$ cat src/rtl/adc_seq_pkg.sv
package adc_seq_pkg;
  typedef enum logic [1:0] {
    SRC_SW   = 2'd0,
    SRC_RSSI = 2'd1,
    SRC_PCM  = 2'd2,
    SRC_TMR  = 2'd3
  } trig_src_e;

  localparam int B_SOC     = 0;
  localparam int B_CAL     = 1;
  localparam int B_CONT    = 2;
  localparam int B_DMA     = 3;
  localparam int B_EDGE    = 4;
  localparam int SRC_LSB   = 5;
  localparam int B_PCMSTOP = 7;
  localparam int DLY_LSB   = 8;
  localparam int DIV_LSB   = 20;
endpackage

$ cat src/rtl/adc_clk_gen.sv
module adc_clk_gen #(
  parameter int DIV_W = 10
) (
  input  logic             clk,
  input  logic             rst,
  input  logic [DIV_W-1:0] div_i,
  output logic             adc_clk_o,
  output logic             rise_tk_o,
  output logic             fall_tk_o
);
  logic [DIV_W-1:0] cnt;
  logic [DIV_W-1:0] cnt_nxt;
  logic [DIV_W-1:0] half;

  assign half    = div_i >> 1;
  assign cnt_nxt = (cnt >= div_i) ? '0 : cnt + DIV_W'(1);

  // counter starts at all ones so the first cycle out of reset is not an edge
  always_ff @(posedge clk) begin
    if (rst) begin
      cnt       <= '1;
      adc_clk_o <= 1'b0;
    end else begin
      cnt       <= cnt_nxt;
      adc_clk_o <= (cnt_nxt <= half);
    end
  end

  assign rise_tk_o = (cnt == '0);
  assign fall_tk_o = (cnt == half + DIV_W'(1)) && (div_i != '0);

  AST_TICK_EXCL: assert property (@(posedge clk) disable iff (rst)
    $onehot0({rise_tk_o, fall_tk_o}));
endmodule

$ cat src/rtl/adc_rssi_delay.sv
module adc_rssi_delay #(
  parameter int DLY_W = 6
) (
  input  logic             clk,
  input  logic             rst,
  input  logic             en_i,
  input  logic             req_i,
  input  logic             tick_i,
  input  logic [DLY_W-1:0] dly_i,
  output logic             fire_o
);
  logic             req_q;
  logic             armed;
  logic [DLY_W-1:0] cnt;
  logic             req_rise;

  assign req_rise = req_i && !req_q;
  assign fire_o   = en_i && armed && tick_i && (cnt == '0) && !req_rise;

  always_ff @(posedge clk) begin
    if (rst) begin
      req_q <= 1'b0;
      armed <= 1'b0;
      cnt   <= '0;
    end else begin
      req_q <= req_i;
      if (!en_i) begin
        armed <= 1'b0;
      end else if (req_rise) begin
        armed <= 1'b1;
        cnt   <= dly_i;
      end else if (armed && tick_i) begin
        if (cnt == '0) armed <= 1'b0;
        else           cnt   <= cnt - DLY_W'(1);
      end
    end
  end

  AST_FIRE_DISARMS: assert property (@(posedge clk) disable iff (rst)
    fire_o |=> !armed);
endmodule

$ cat src/rtl/adc_trig_seq.sv
module adc_trig_seq
  import adc_seq_pkg::*;
#(
  parameter int DIV_W  = 10,
  parameter int DLY_W  = 6,
  parameter int DATA_W = 10,
  parameter int CH_W   = 4
) (
  input  logic              clk,
  input  logic              rst,
  input  logic [31:0]       ctrl_i,
  input  logic [CH_W-1:0]   chan_i,
  input  logic              rssi_req_i,
  input  logic              tmr_trig_i,
  input  logic              core_done_i,
  input  logic [DATA_W-1:0] core_data_i,
  input  logic              data_rd_i,
  input  logic              dma_ack_i,
  output logic              adc_clk_o,
  output logic              conv_start_o,
  output logic [CH_W-1:0]   conv_chan_o,
  output logic              conv_cal_o,
  output logic              busy_o,
  output logic [DATA_W-1:0] data_o,
  output logic              ready_o,
  output logic              dma_req_o
);
  trig_src_e        src;
  logic [DIV_W-1:0] div;
  logic [DLY_W-1:0] dly;
  logic             dma_en, cont_en, edge_rise, pcm_stop;
  logic             rise_tk, fall_tk, edge_tk;
  logic             rssi_fire;
  logic             sw_q, sw_rise;
  logic             pend_q, pend_set, pcm_ok, go;
  logic             unused_ctrl;

  assign src       = trig_src_e'(ctrl_i[SRC_LSB +: 2]);
  assign div       = ctrl_i[DIV_LSB +: DIV_W];
  assign dly       = ctrl_i[DLY_LSB +: DLY_W];
  assign dma_en    = ctrl_i[B_DMA];
  assign cont_en   = ctrl_i[B_CONT];
  assign edge_rise = ctrl_i[B_EDGE];
  assign pcm_stop  = ctrl_i[B_PCMSTOP];
  assign unused_ctrl = ^{ctrl_i[31:30], ctrl_i[19:14]};

  adc_clk_gen #(.DIV_W(DIV_W)) i_clk_gen (
    .clk       (clk),
    .rst       (rst),
    .div_i     (div),
    .adc_clk_o (adc_clk_o),
    .rise_tk_o (rise_tk),
    .fall_tk_o (fall_tk)
  );

  adc_rssi_delay #(.DLY_W(DLY_W)) i_rssi_dly (
    .clk    (clk),
    .rst    (rst),
    .en_i   (src == SRC_RSSI),
    .req_i  (rssi_req_i),
    .tick_i (rise_tk),
    .dly_i  (dly),
    .fire_o (rssi_fire)
  );

  assign edge_tk  = edge_rise ? rise_tk : fall_tk;
  assign sw_rise  = ctrl_i[B_SOC] && !sw_q;
  assign pend_set = !busy_o && ((src == SRC_SW && sw_rise) || (src == SRC_TMR && tmr_trig_i));
  assign pcm_ok   = (src == SRC_PCM) && dma_en && !pcm_stop;
  assign go       = (pend_q || rssi_fire || pcm_ok) && edge_tk && !busy_o;

  // start scheduling
  always_ff @(posedge clk) begin
    if (rst) begin
      sw_q         <= 1'b1;
      pend_q       <= 1'b0;
      busy_o       <= 1'b0;
      conv_start_o <= 1'b0;
      conv_chan_o  <= '0;
      conv_cal_o   <= 1'b0;
    end else begin
      sw_q         <= ctrl_i[B_SOC];
      conv_start_o <= go;
      if (go) pend_q <= 1'b0;
      else    pend_q <= pend_q || pend_set || rssi_fire || (core_done_i && cont_en);
      if (go) begin
        busy_o      <= 1'b1;
        conv_chan_o <= chan_i;
        conv_cal_o  <= ctrl_i[B_CAL];
      end else if (core_done_i) begin
        busy_o <= 1'b0;
      end
    end
  end

  // result capture
  always_ff @(posedge clk) begin
    if (rst) begin
      data_o    <= '0;
      ready_o   <= 1'b0;
      dma_req_o <= 1'b0;
    end else begin
      if (core_done_i) data_o <= core_data_i;
      if (core_done_i)    ready_o <= 1'b1;
      else if (data_rd_i) ready_o <= 1'b0;
      if (core_done_i && dma_en) dma_req_o <= 1'b1;
      else if (dma_ack_i)        dma_req_o <= 1'b0;
    end
  end

  AST_START_IDLE: assert property (@(posedge clk) disable iff (rst)
    conv_start_o |-> !$past(busy_o) && busy_o);
  AST_RISE_ALIGN: assert property (@(posedge clk) disable iff (rst)
    conv_start_o && $past(edge_rise) && ($past(div) != '0) |->
      $past(adc_clk_o) && !$past(adc_clk_o, 2));
  AST_FALL_ALIGN: assert property (@(posedge clk) disable iff (rst)
    conv_start_o && !$past(edge_rise) && ($past(div) != '0) |->
      !$past(adc_clk_o) && $past(adc_clk_o, 2));
  AST_READY_STICKY: assert property (@(posedge clk) disable iff (rst)
    ready_o && !data_rd_i |=> ready_o);
  AST_DMA_HOLD: assert property (@(posedge clk) disable iff (rst)
    dma_req_o && !dma_ack_i |=> dma_req_o);
endmodule

$ cat config.mk
export PLATFORM = sky130hd
export DESIGN_NAME = adc_trig_seq
export DESIGN_NICKNAME = d
export VERILOG_FILES = /design/src/rtl/adc_seq_pkg.sv /design/src/rtl/adc_clk_gen.sv /design/src/rtl/adc_rssi_delay.sv /design/src/rtl/adc_trig_seq.sv
export SDC_FILE = /design/constraint.sdc
export NUM_CORES = 1
export LEC_CHECK = 0
export BUFFER_PORTS_ARGS = -buffer_cell sky130_fd_sc_hd__buf_2
export CORE_MARGIN = 3
export CORE_UTILIZATION = 30
export CTS_CLUSTER_SIZE = 12
export DETAILED_ROUTE_END_ITERATION = 8
export PLACE_DENSITY = 0.53
export REMOVE_ABC_BUFFERS = 1
export SYNTH_ARGS = -nofsm -noshare
export SYNTH_HDL_FRONTEND = slang
export SYNTH_SLANG_ARGS = --single-unit
$ cat constraint.sdc
create_clock -name clk -period 3.2 [get_ports clk]
set_input_delay 0.16 -clock clk [delete_from_list [all_inputs] [get_ports clk]]
set_output_delay 0.16 -clock clk [all_outputs]
set_load 0.02 [all_outputs]
==> results of run 1 <==
[path summary, 6_finish.rpt]
path | from | end | depth (start not counted)
min reg2reg | conv_cal_o | conv_cal_o | 2
min | ctrl_i[0] | sw_q | 2
max | i_clk_gen.cnt[0] | i_clk_gen.adc_clk_o | 17
max reg2reg | i_clk_gen.cnt[0] | i_clk_gen.adc_clk_o | 17
[registers in the layout, summed over array words and instances (netlist names)]
register	cells
conv_start_o	1
conv_chan_o	4
pend_q	1
ready_o	1
i_rssi_dly.cnt	6
data_o	10
i_clk_gen.cnt	10
dma_req_o	1
i_rssi_dly.req_q	1
i_clk_gen.adc_clk_o	1
conv_cal_o	1
sw_q	1
i_rssi_dly.armed	1
busy_o	1
[critical path, delay by kind of cell, from the launching register on]
kind / cells / cell delay (ns)
compound gates: 9 / 1.44
fa+ha+maj: 2 / 0.51
simple gates: 5 / 0.51
flops: 1 / 0.33
buf+inv: 1 / 0.08
[cell usage in the layout, fill, tap and decap left out, types with 10 or more instances in the layout]
| cell type | instances |
|---|---|
| xor2_1 | 10 |
| inv_1 | 17 |
| a21oi_1 | 15 |
| buf_4 | 10 |
| dfxtp_1 | 40 |
| xnor2_1 | 13 |
| nand3_1 | 10 |
| buf_2 | 64 |
| ha_1 | 24 |
| nand2_1 | 23 |
| o21ai_1 | 17 |
| nor2_1 | 37 |
| mux2i_1 | 15 |
[cell families after synthesis]
group                    synth area share
buffers and inverters              0.0475
multiplexers                       0.0594
AO/OA/AOI/OAI                       0.163
flip-flops                          0.317
adder cells (fa/ha/maj)             0.119
XOR/XNOR                           0.0797
AND/OR/NAND/NOR                     0.215
[power groups by stage]
stage,Clock [mW],Sequential [mW],Combinational [mW]
floorplan,0,0.621,0.316
global placement,0,0.593,0.523
detailed placement,0,0.593,0.527
CTS,0.439,0.582,0.531
global route,0.467,0.590,0.605
finish,0.428,0.582,0.528
[layer usage]
metal  up-vias  global-route usage  wire length [um]
li1       1210                   -                 -
met1      1073               0.176              3040
met2        32               0.232              3090
met3         9              0.0236               111
met4         0              0.0437               119
met5         -                   0                 0
[layout make-up]
cell class,count,area share
Clock inverter,3,0.0149
Inverter,18,0.0217
Multi-Input combinational cell,235,0.516
Timing Repair Buffer,74,0.127
Tap cell,102,0.0410
Clock buffer,5,0.0221
Sequential cell,40,0.257
[stage by stage]
stage	hold WS, ns	total power, mW	util	instance area (sq um)
2_1_floorplan	0.225	0.937	-	2480
3_3_place_gp	0.363	1.12	0.376	3000
3_5_place_dp	0.360	1.12	0.376	3000
4_1_cts	0.0508	1.55	0.391	3110
5_1_grt	0.0418	1.66	0.391	3120
6_report	0.0580	1.54	0.391	3120
==> flow_metrics.env, run 1 <==
export IMPL_drive_above_1_share=0.237
export IMPL_synthToLayoutAreaGrowth_pct=23.2
export IMPL_diodes=0
export IMPL_hold_viol_final=0
export IMPL_power_internal_mw=1.02
export IMPL_cts_tree="yes"
export IMPL_dr_pass1_iters=4
export IMPL_netlist_area_leader_share=0.317
export IMPL_seqPwrFrac=0.378
export IMPL_fin_crit_sh=0.921
export IMPL_ir_drop_mv=0.244
export IMPL_synth_top_flop_cell="dfxtp_1"
export IMPL_die_w_um=97.8
export IMPL_slew_violations=0
export IMPL_max_freq_ghz=0.339
export IMPL_grt_pass1_vias=2309
export IMPL_syn_area_sq_um=2530
export IMPL_fp_coreArea_sq_um=7970
export IMPL_arrival_ns=3.18
export IMPL_clk_insertion_delay_late_ns=0.29
export IMPL_syn_instance_count=305
export IMPL_cts_clk_slew_worst_paths_ns=0.09
export IMPL_fp_dieH_um=97.8
export IMPL_yosysWarnings=0
export IMPL_async_flop_share=0
export IMPL_drt_wl_total_um=6360
export IMPL_synth_distinct_cells=48
export IMPL_multi_input_area_sq_um=1610
export IMPL_cts_resized_gates=0
export IMPL_rsz0062_at_grt="no"
export IMPL_yosysTopAreaCell="dfxtp_1"
export IMPL_postCtsHoldBufs=0
export IMPL_fin_crit_ns=2.95
export IMPL_final_antenna_net_count=0
export IMPL_clockRootBuffer="clkbuf_8"
export IMPL_r2r_slack_ns=0.25
export IMPL_num_fill_cells=834
export IMPL_crit_fanout=9
export IMPL_cts_setup_buffers=0
export IMPL_place_inst=469
export IMPL_p_per_area_nw_per_um2=494
export IMPL_dieArea_sq_um=9570
export IMPL_cp_slowest_stage_delay_ns=0.35
export IMPL_port_buffers=64
export IMPL_p_sw_uw=519
export IMPL_grt_overflow_total=0
export IMPL_hp_class="input pin to flop"
export IMPL_wl_per_cell_um=13.3
export IMPL_place_gp_congestion=0.770
export IMPL_cp_data_required_time_ns=3.44
export IMPL_row_count=32
export IMPL_worstPathCellList="inv_1, ha_1, nand2b_1, a21oi_1, nor2b_1, o21ai_1, a221oi_1, a211o_2, nor2_1, ha_1, nor2b_1, o21a_1, o21ai_1, nand2b_1, a21oi_1, o21a_1, o221a_1"
export IMPL_crit_path_start_kind="flop"
export IMPL_ioPinCount=73
export IMPL_combPwrFrac=0.343
export IMPL_drtIter0Drc=69
export IMPL_crit_slowest_cell="a211o_2"
export IMPL_initial_utilization=0.317
export IMPL_synth_commonest_cells="dfxtp_1, nor2_1, ha_1"
export IMPL_cts_sinks=40
export IMPL_ys_ff_latch=40
export IMPL_cap_viol_max_count=0
export IMPL_fin_skew_ns=0.00671
export IMPL_grt_usage=0.137
export IMPL_synth_edf_count=0
export IMPL_cts_buffer_depth=2
export IMPL_layout_nets=451
export IMPL_grt_pass1_wl_um=10900
export IMPL_synth_area_top_cells="dfxtp_1, ha_1, mux2i_1, nor2_1, xnor2_1"
export IMPL_slew_headroom=0.563
export IMPL_layout_setup_ws_ns=0.253
export IMPL_worst_pin_slew_ns=0.655
export IMPL_antenna_found_initial=0
export IMPL_dpl_hpwl_um=5060
export IMPL_synth_most_common_cell="dfxtp_1"
export IMPL_ys_seq_area_frac=0.317
export IMPL_drc_errors=0
export IMPL_dp_slack_ns=0.235
export IMPL_power_leakage_nw=1.42
export IMPL_critPathKind="flop to flop"
export IMPL_regArea_sq_um=801
export IMPL_grt_max_degree=24
export IMPL_power_frac_clock=0.278
export IMPL_routed_via_density=4.87
export IMPL_h_tree_depth=2
export IMPL_end_kind="flop"
export IMPL_fin_tns_setup_ns=0
export IMPL_numCtsBuffers=5
export IMPL_switching_share=0.337
export IMPL_instances_no_fill=477
export IMPL_route_vias_total=2324
export IMPL_setup_viol=0
export IMPL_status="finished, final reports clean"
export IMPL_synth_area_per_cell_sq_um=8.29
Note: power is estimated with default switching activity, not from simulation.
==> inputs of run 2 (changes only) <==
Settings changed: CORE_UTILIZATION 30 to 34, PLACE_DENSITY 0.53 to 0.58.
==> run 2 against run 1 <==
  * Sequential share of layout area grew 0.28 points
  * Sequential power grew 1%
  * Worst setup slack improved by 0.073 ns
  * Clock skew grew 0.0019 ns
  * Maximum frequency grew 2.5%
  * Final cell count fell by 1.3%
  * Critical path depth unchanged
  * Flip-flop and latch count is the same
  * Critical path type unchanged
  * Highest routed layer unchanged
==> flow_metrics.env, run 2 (synthesis results as in run 1) <==
export IMPL_r2r_slack_ns=0.33
export IMPL_cp_data_required_time_ns=3.38
export IMPL_grt_pass1_vias=2176
export IMPL_arrival_ns=3.06
export IMPL_slew_headroom=0.577
export IMPL_antenna_found_initial=0
export IMPL_dp_slack_ns=0.216
export IMPL_layout_nets=452
export IMPL_hold_end="sw_q"
export IMPL_whs_path_depth=2
export IMPL_cap_viol_max_count=0
export IMPL_layout_setup_ws_ns=0.326
export IMPL_rsz0062_at_grt="no"
export IMPL_hold_viol_final=0
export IMPL_port_buffers=64
export IMPL_setup_viol=0
export IMPL_num_fill_cells=724
export IMPL_wl_per_cell_um=13.2
export IMPL_slew_violations=0
export IMPL_cp_slowest_stage_delay_ns=0.33
export IMPL_hp_class="input pin to flop"
export IMPL_grt_usage=0.148
export IMPL_r2r_cells=17
export IMPL_rr_endpoint="i_clk_gen.adc_clk_o"
export IMPL_ioPinCount=73
export IMPL_rr_startpoint="i_clk_gen.cnt[0]"
export IMPL_cts_buffer_depth=2
export IMPL_cp_num_cells=17
export IMPL_final_cell_mix="buf_2, dfxtp_1, nor2_1, ha_1, nand2_1"
export IMPL_fin_area_sq_um=3080
export IMPL_end_kind="flop"
export IMPL_drtIter0Drc=102
export IMPL_drive_above_1_share=0.237
export IMPL_crit_slowest_cell="dfxtp_1"
export IMPL_route_vias_total=2308
export IMPL_final_antenna_net_count=0
export IMPL_worst_pin_slew_ns=0.634
export IMPL_fin_skew_ns=0.00862
export IMPL_grt_max_degree=24
export IMPL_clockRootBuffer="clkbuf_8"
export IMPL_dieArea_sq_um=8510
export IMPL_fp_coreArea_sq_um=7020
export IMPL_routed_via_density=4.90
export IMPL_dpl_hpwl_um=4830
export IMPL_dr_pass1_iters=4
export IMPL_fin_crit_sh=0.898
export IMPL_grt_pass1_wl_um=10200
export IMPL_crit_fanout=9
export IMPL_synthToLayoutAreaGrowth_pct=21.9
export IMPL_place_inst=461
export IMPL_reg_top3="data_o: 10 flops, i_clk_gen.cnt: 10 flops, i_rssi_dly.cnt: 6 flops"
export IMPL_fp_dieH_um=92.2
export IMPL_dpl_cell_area_sq_um=2980
export IMPL_multi_input_area_sq_um=1610
export IMPL_initial_utilization=0.360
export IMPL_cts_sinks=40
export IMPL_cts_clk_slew_worst_paths_ns=0.08
export IMPL_drc_errors=0
export IMPL_h_tree_depth=2
export IMPL_grt_overflow_total=0
export IMPL_diodes=0
export IMPL_instances_no_fill=471
export IMPL_critPathKind="flop to flop"
export IMPL_min_from="ctrl_i[0]"
export IMPL_worstPathCellList="inv_1, ha_1, nand2b_1, a21oi_1, nor2b_1, o21ai_1, a221oi_1, a211o_2, buf_4, buf_4, nor2_1, ha_1, nand4_1, nor2_1, nand4_1, o21ai_0, o221a_1"
export IMPL_max_freq_ghz=0.348
export IMPL_cts_tree="yes"
export IMPL_p_per_area_nw_per_um2=469
export IMPL_crit_path_start_kind="flop"
export IMPL_place_gp_congestion=0.811
export IMPL_hold_slack_ns=0.0630
export IMPL_row_count=30
export IMPL_mostFrequentLayoutCell="buf_2"
export IMPL_drt_wl_total_um=6210
export IMPL_crit_family="compound AO/OA/AOI/OAI gates"
export IMPL_status="finished, final reports clean"
export IMPL_clk_insertion_delay_late_ns=0.29
export IMPL_power_leakage_nw=1.41
export IMPL_die_w_um=92.2
export IMPL_numCtsBuffers=5
export IMPL_fin_crit_ns=2.87
export IMPL_fin_tns_setup_ns=0
export IMPL_path_buf_inv=3
export IMPL_regArea_sq_um=801
export IMPL_ir_drop_mv=0.175
==> run 2: layer usage <==
layer | vias to the layer above | track usage | wire [um]
li1 | 1209 | - | -
met1 | 1054 | 0.197 | 3000
met2 | 39 | 0.241 | 2960
met3 | 6 | 0.0304 | 184
met4 | 0 | 0.0408 | 62
met5 | - | 0 | 0
==> run 2: power by group <==
| group | internal (mW) | leakage [nW] | switching [mW] | total (mW) |
|---|---|---|---|---|
| clock network | 0.148 | 0.0400 | 0.178 | 0.325 |
| registers | 0.544 | 0.330 | 0.0455 | 0.589 |
| logic | 0.248 | 1.04 | 0.282 | 0.530 |
| total | 0.940 | 1.41 | 0.505 | 1.44 |
==> run 2: worst register-to-register path, cell delays in order (launching register included) <==
cell and delay (ns):
dfxtp_1 0.33, inv_1 0.08, ha_1 0.27, nand2b_1 0.14, a21oi_1 0.14, nor2b_1 0.06
o21ai_1 0.14, a221oi_1 0.10, a211o_2 0.31, buf_4 0.15, buf_4 0.16, nor2_1 0.11
ha_1 0.26, nand4_1 0.10, nor2_1 0.05, nand4_1 0.08, o21ai_0 0.08, o221a_1 0.22
==> run 2: area by class of cell <==
class,instances,area share
flip-flops and latches,40,0.260
clock buffers,5,0.0223
clock inverters,2,0.00406
well taps,96,0.0390
inverters,18,0.0219
multi-input cells,235,0.522
repair buffers,75,0.131
==> run 2: how the worst max path moves through the flow <==
stage	to	start	slack, ns
global placement	i_clk_gen.adc_clk_o	i_clk_gen.cnt[0]	0.25
finish	i_clk_gen.adc_clk_o	i_clk_gen.cnt[0]	0.33
global route	i_clk_gen.adc_clk_o	i_clk_gen.cnt[0]	0.08
detailed placement	i_clk_gen.adc_clk_o	i_clk_gen.cnt[0]	0.22
CTS	i_clk_gen.adc_clk_o	i_clk_gen.cnt[0]	0.20
floorplan	i_clk_gen.adc_clk_o	i_clk_gen.cnt[0]	0.25
==> run 2: timing repair <==
item                                   4_1_cts  5_1_grt
setup endpoints to repair                    0        1
hold buffers                                 0        0
endpoints found under the hold margin        0        0
gates resized for setup                      0        1
setup buffers                                0        3
==> run 2: stage by stage <==
stage	power [mW]	util
2_1_floorplan	0.937	-
3_3_place_gp	1.11	0.424
4_1_cts	1.44	0.436
5_1_grt	1.56	0.439
3_5_place_dp	1.11	0.424
6_report	1.44	0.439
==> inputs of run 3 (changes only) <==
Settings changed: ABC_AREA set to 1.
==> run 3 against run 2 <==
  * Via count grew 17%
  * Synthesized area up 7.6%
  * Final cell count grew 27%
  * Flip-flop and latch count did not move
  * Total power increased by 9.2%
  * First-iteration DRC count shrank 15%
  * Non-clock buffer count fell by 8
  * Sequential power is 2% higher
  * Design area is 6.4% higher
  * Critical path depth up 1
  * Combinational power increased by 3%
  * Critical path type unchanged
  * Largest power group unchanged
==> flow_metrics.env, run 3 <==
export IMPL_fin_area_sq_um=3280
export IMPL_ys_ff_latch=40
export IMPL_netlist_area_leader_share=0.294
export IMPL_grt_overflow_total=0
export IMPL_gr_usage_met3=0.0300
export IMPL_dpl_cell_area_sq_um=3160
export IMPL_ys_seq_area_frac=0.294
export IMPL_mostFrequentLayoutCell="nand2_1"
export IMPL_h_tree_depth=2
export IMPL_power_frac_clock=0.272
export IMPL_end_kind="flop"
export IMPL_grt_max_degree=25
export IMPL_grt_busiest_layer="met2"
export IMPL_grt_pass1_vias=2354
export IMPL_cts_sinks=40
export IMPL_fp_coreArea_sq_um=7520
export IMPL_instances_no_fill=596
export IMPL_fin_skew_ns=0.00712
export IMPL_dpl_hpwl_um=5590
export IMPL_cts_resized_gates=0
export IMPL_grt_pass1_wl_um=11000
export IMPL_switching_share=0.359
export IMPL_grt_usage=0.153
export IMPL_hold_slack_ns=0.0786
export IMPL_postLayoutCoreUtil=0.436
export IMPL_rsz0062_at_grt="no"
export IMPL_fp_dieH_um=95.5
export IMPL_crit_path_start_kind="flop"
export IMPL_fin_crit_sh=0.817
export IMPL_cp_data_required_time_ns=3.44
export IMPL_layout_setup_ws_ns=0.585
export IMPL_clockRootBuffer="clkbuf_8"
export IMPL_hp_class="input pin to flop"
export IMPL_port_buffers=64
export IMPL_die_w_um=95.5
export IMPL_dieArea_sq_um=9110
export IMPL_power_internal_mw=1.01
export IMPL_synth_area_per_cell_sq_um=6.33
export IMPL_fin_crit_ns=2.61
export IMPL_max_freq_ghz=0.382
export IMPL_power_total_mw=1.58
export IMPL_dr_pass1_iters=4
export IMPL_ir_drop_mv=0.233
export IMPL_route_vias_total=2703
export IMPL_async_flop_share=0
export IMPL_combPwrFrac=0.346
export IMPL_postCtsHoldBufs=0
export IMPL_final_cell_mix="nand2_1, nor2_1, buf_2, inv_1, dfxtp_1"
export IMPL_synth_distinct_cells=30
export IMPL_crit_slowest_cell="dfxtp_1"
export IMPL_layout_nets=573
export IMPL_p_sw_uw=566
export IMPL_status="finished, final reports clean"
export IMPL_cp_slowest_stage_delay_ns=0.46
export IMPL_fin_tns_setup_ns=0
export IMPL_cap_viol_max_count=0
export IMPL_cts_clk_slew_worst_paths_ns=0.08
export IMPL_diodes=0
export IMPL_globalRouteMet1Util=0.219
export IMPL_synth_edf_count=0
export IMPL_cts_setup_buffers=0
export IMPL_dp_slack_ns=0.627
export IMPL_synth_top_flop_cell="dfxtp_1"
export IMPL_drive_above_1_share=0.181
export IMPL_synthToLayoutAreaGrowth_pct=20.5
export IMPL_row_count=31
export IMPL_met2_usage=0.243
export IMPL_worstPathCellList="ha_1, a21oi_1, o21ai_0, a21oi_1, nand3_1, inv_1, o21ai_0, nor2_1, ha_1, nand2_1, nor2_1, o21ai_0, inv_1, nor2_1, o21ai_0, a21oi_1, o21ai_0, inv_1"
export IMPL_cts_buffer_depth=2
export IMPL_syn_area_sq_um=2720
export IMPL_drtIter0Drc=87
export IMPL_seqPwrFrac=0.381
export IMPL_hold_viol_final=0
export IMPL_arrival_ns=2.85
export IMPL_place_gp_congestion=0.875
export IMPL_slew_violations=0
export IMPL_routed_via_density=4.54
export IMPL_place_inst=588
export IMPL_yosysTopAreaCell="dfxtp_1"
export IMPL_worst_pin_slew_ns=0.762
export IMPL_clk_insertion_delay_late_ns=0.29
export IMPL_power_leakage_nw=1.81
export IMPL_synth_commonest_cells="nand2_1, nor2_1, inv_1"
export IMPL_crit_top_cell="o21ai_0"
export IMPL_final_antenna_net_count=0
export IMPL_numCtsBuffers=5
export IMPL_drt_wl_total_um=6860
export IMPL_synth_most_common_cell="nand2_1"
export IMPL_setup_viol=0
export IMPL_drc_errors=0
export IMPL_p_per_area_nw_per_um2=481
export IMPL_reg_top3="data_o: 10 flops, i_clk_gen.cnt: 10 flops, i_rssi_dly.cnt: 6 flops"
export IMPL_antenna_found_initial=0
export IMPL_yosysWarnings=0
export IMPL_wl_per_cell_um=11.5
export IMPL_synth_area_top_cells="dfxtp_1, nand2_1, ha_1, nor2_1, inv_1"
export IMPL_slew_headroom=0.490
export IMPL_initial_utilization=0.362
export IMPL_cts_tree="yes"
export IMPL_critPathKind="flop to flop"
export IMPL_ioPinCount=73
export IMPL_crit_fanout=6
export IMPL_syn_instance_count=430
run 3: final cells by class:
cell class | count | area, sq um
clock buffers | 6 | 82.6
clock inverters | 2 | 38.8
fillers | 819 | 4250
inverters | 63 | 238
multi-input cells | 319 | 1650
flip-flops and latches | 40 | 801
well taps | 99 | 124
repair buffers | 67 | 343
run 3: logic make-up (layout without fill, tap and decap cells):
kind of cell / count (synthesis) / after routing / synth area share
AO/OA/AOI/OAI: 57 / 57 / 0.112
XOR/XNOR: 9 / 9 / 0.0290
adder cells (fa/ha/maj): 24 / 24 / 0.110
buffers and inverters: 71 / 138 / 0.0988
flip-flops: 40 / 40 / 0.294
AND/OR/NAND/NOR: 229 / 229 / 0.355
run 3: worst max-delay path: cells and delay by family, from the launching register on:
kind	cells	cell delay, ns
AOI/OAI and AO/OA	8	0.82
DFF	1	0.46
buffers and inverters	3	0.24
and+or+nand+nor	5	0.49
adders and majority gates	2	0.55
run 3: power groups by stage:
stage,Sequential [mW],Combinational [mW],Clock [mW]
CTS,0.603,0.546,0.444
floorplan,0.621,0.368,0
detailed placement,0.614,0.545,0
global placement,0.614,0.535,0
finish,0.602,0.546,0.430
global route,0.612,0.636,0.467
run 3: final timing paths:
| kind | from | endpoint | slack, ns | depth (start not counted) |
|---|---|---|---|---|
| worst max-delay path | i_clk_gen.cnt[7] | i_clk_gen.adc_clk_o | 0.59 | 18 |
| worst min register to register | ready_o | ready_o | 0.46 | 2 |
| worst max register to register | i_clk_gen.cnt[7] | i_clk_gen.adc_clk_o | 0.59 | 18 |
| worst min-delay path | ctrl_i[0] | sw_q | 0.08 | 2 |
run 3: per-layer routing:
layer	up-vias	routed length (um)
met2	45	3230
met1	1167	3330
met3	2	281
met4	0	20
met5	-	0
li1	1489	-
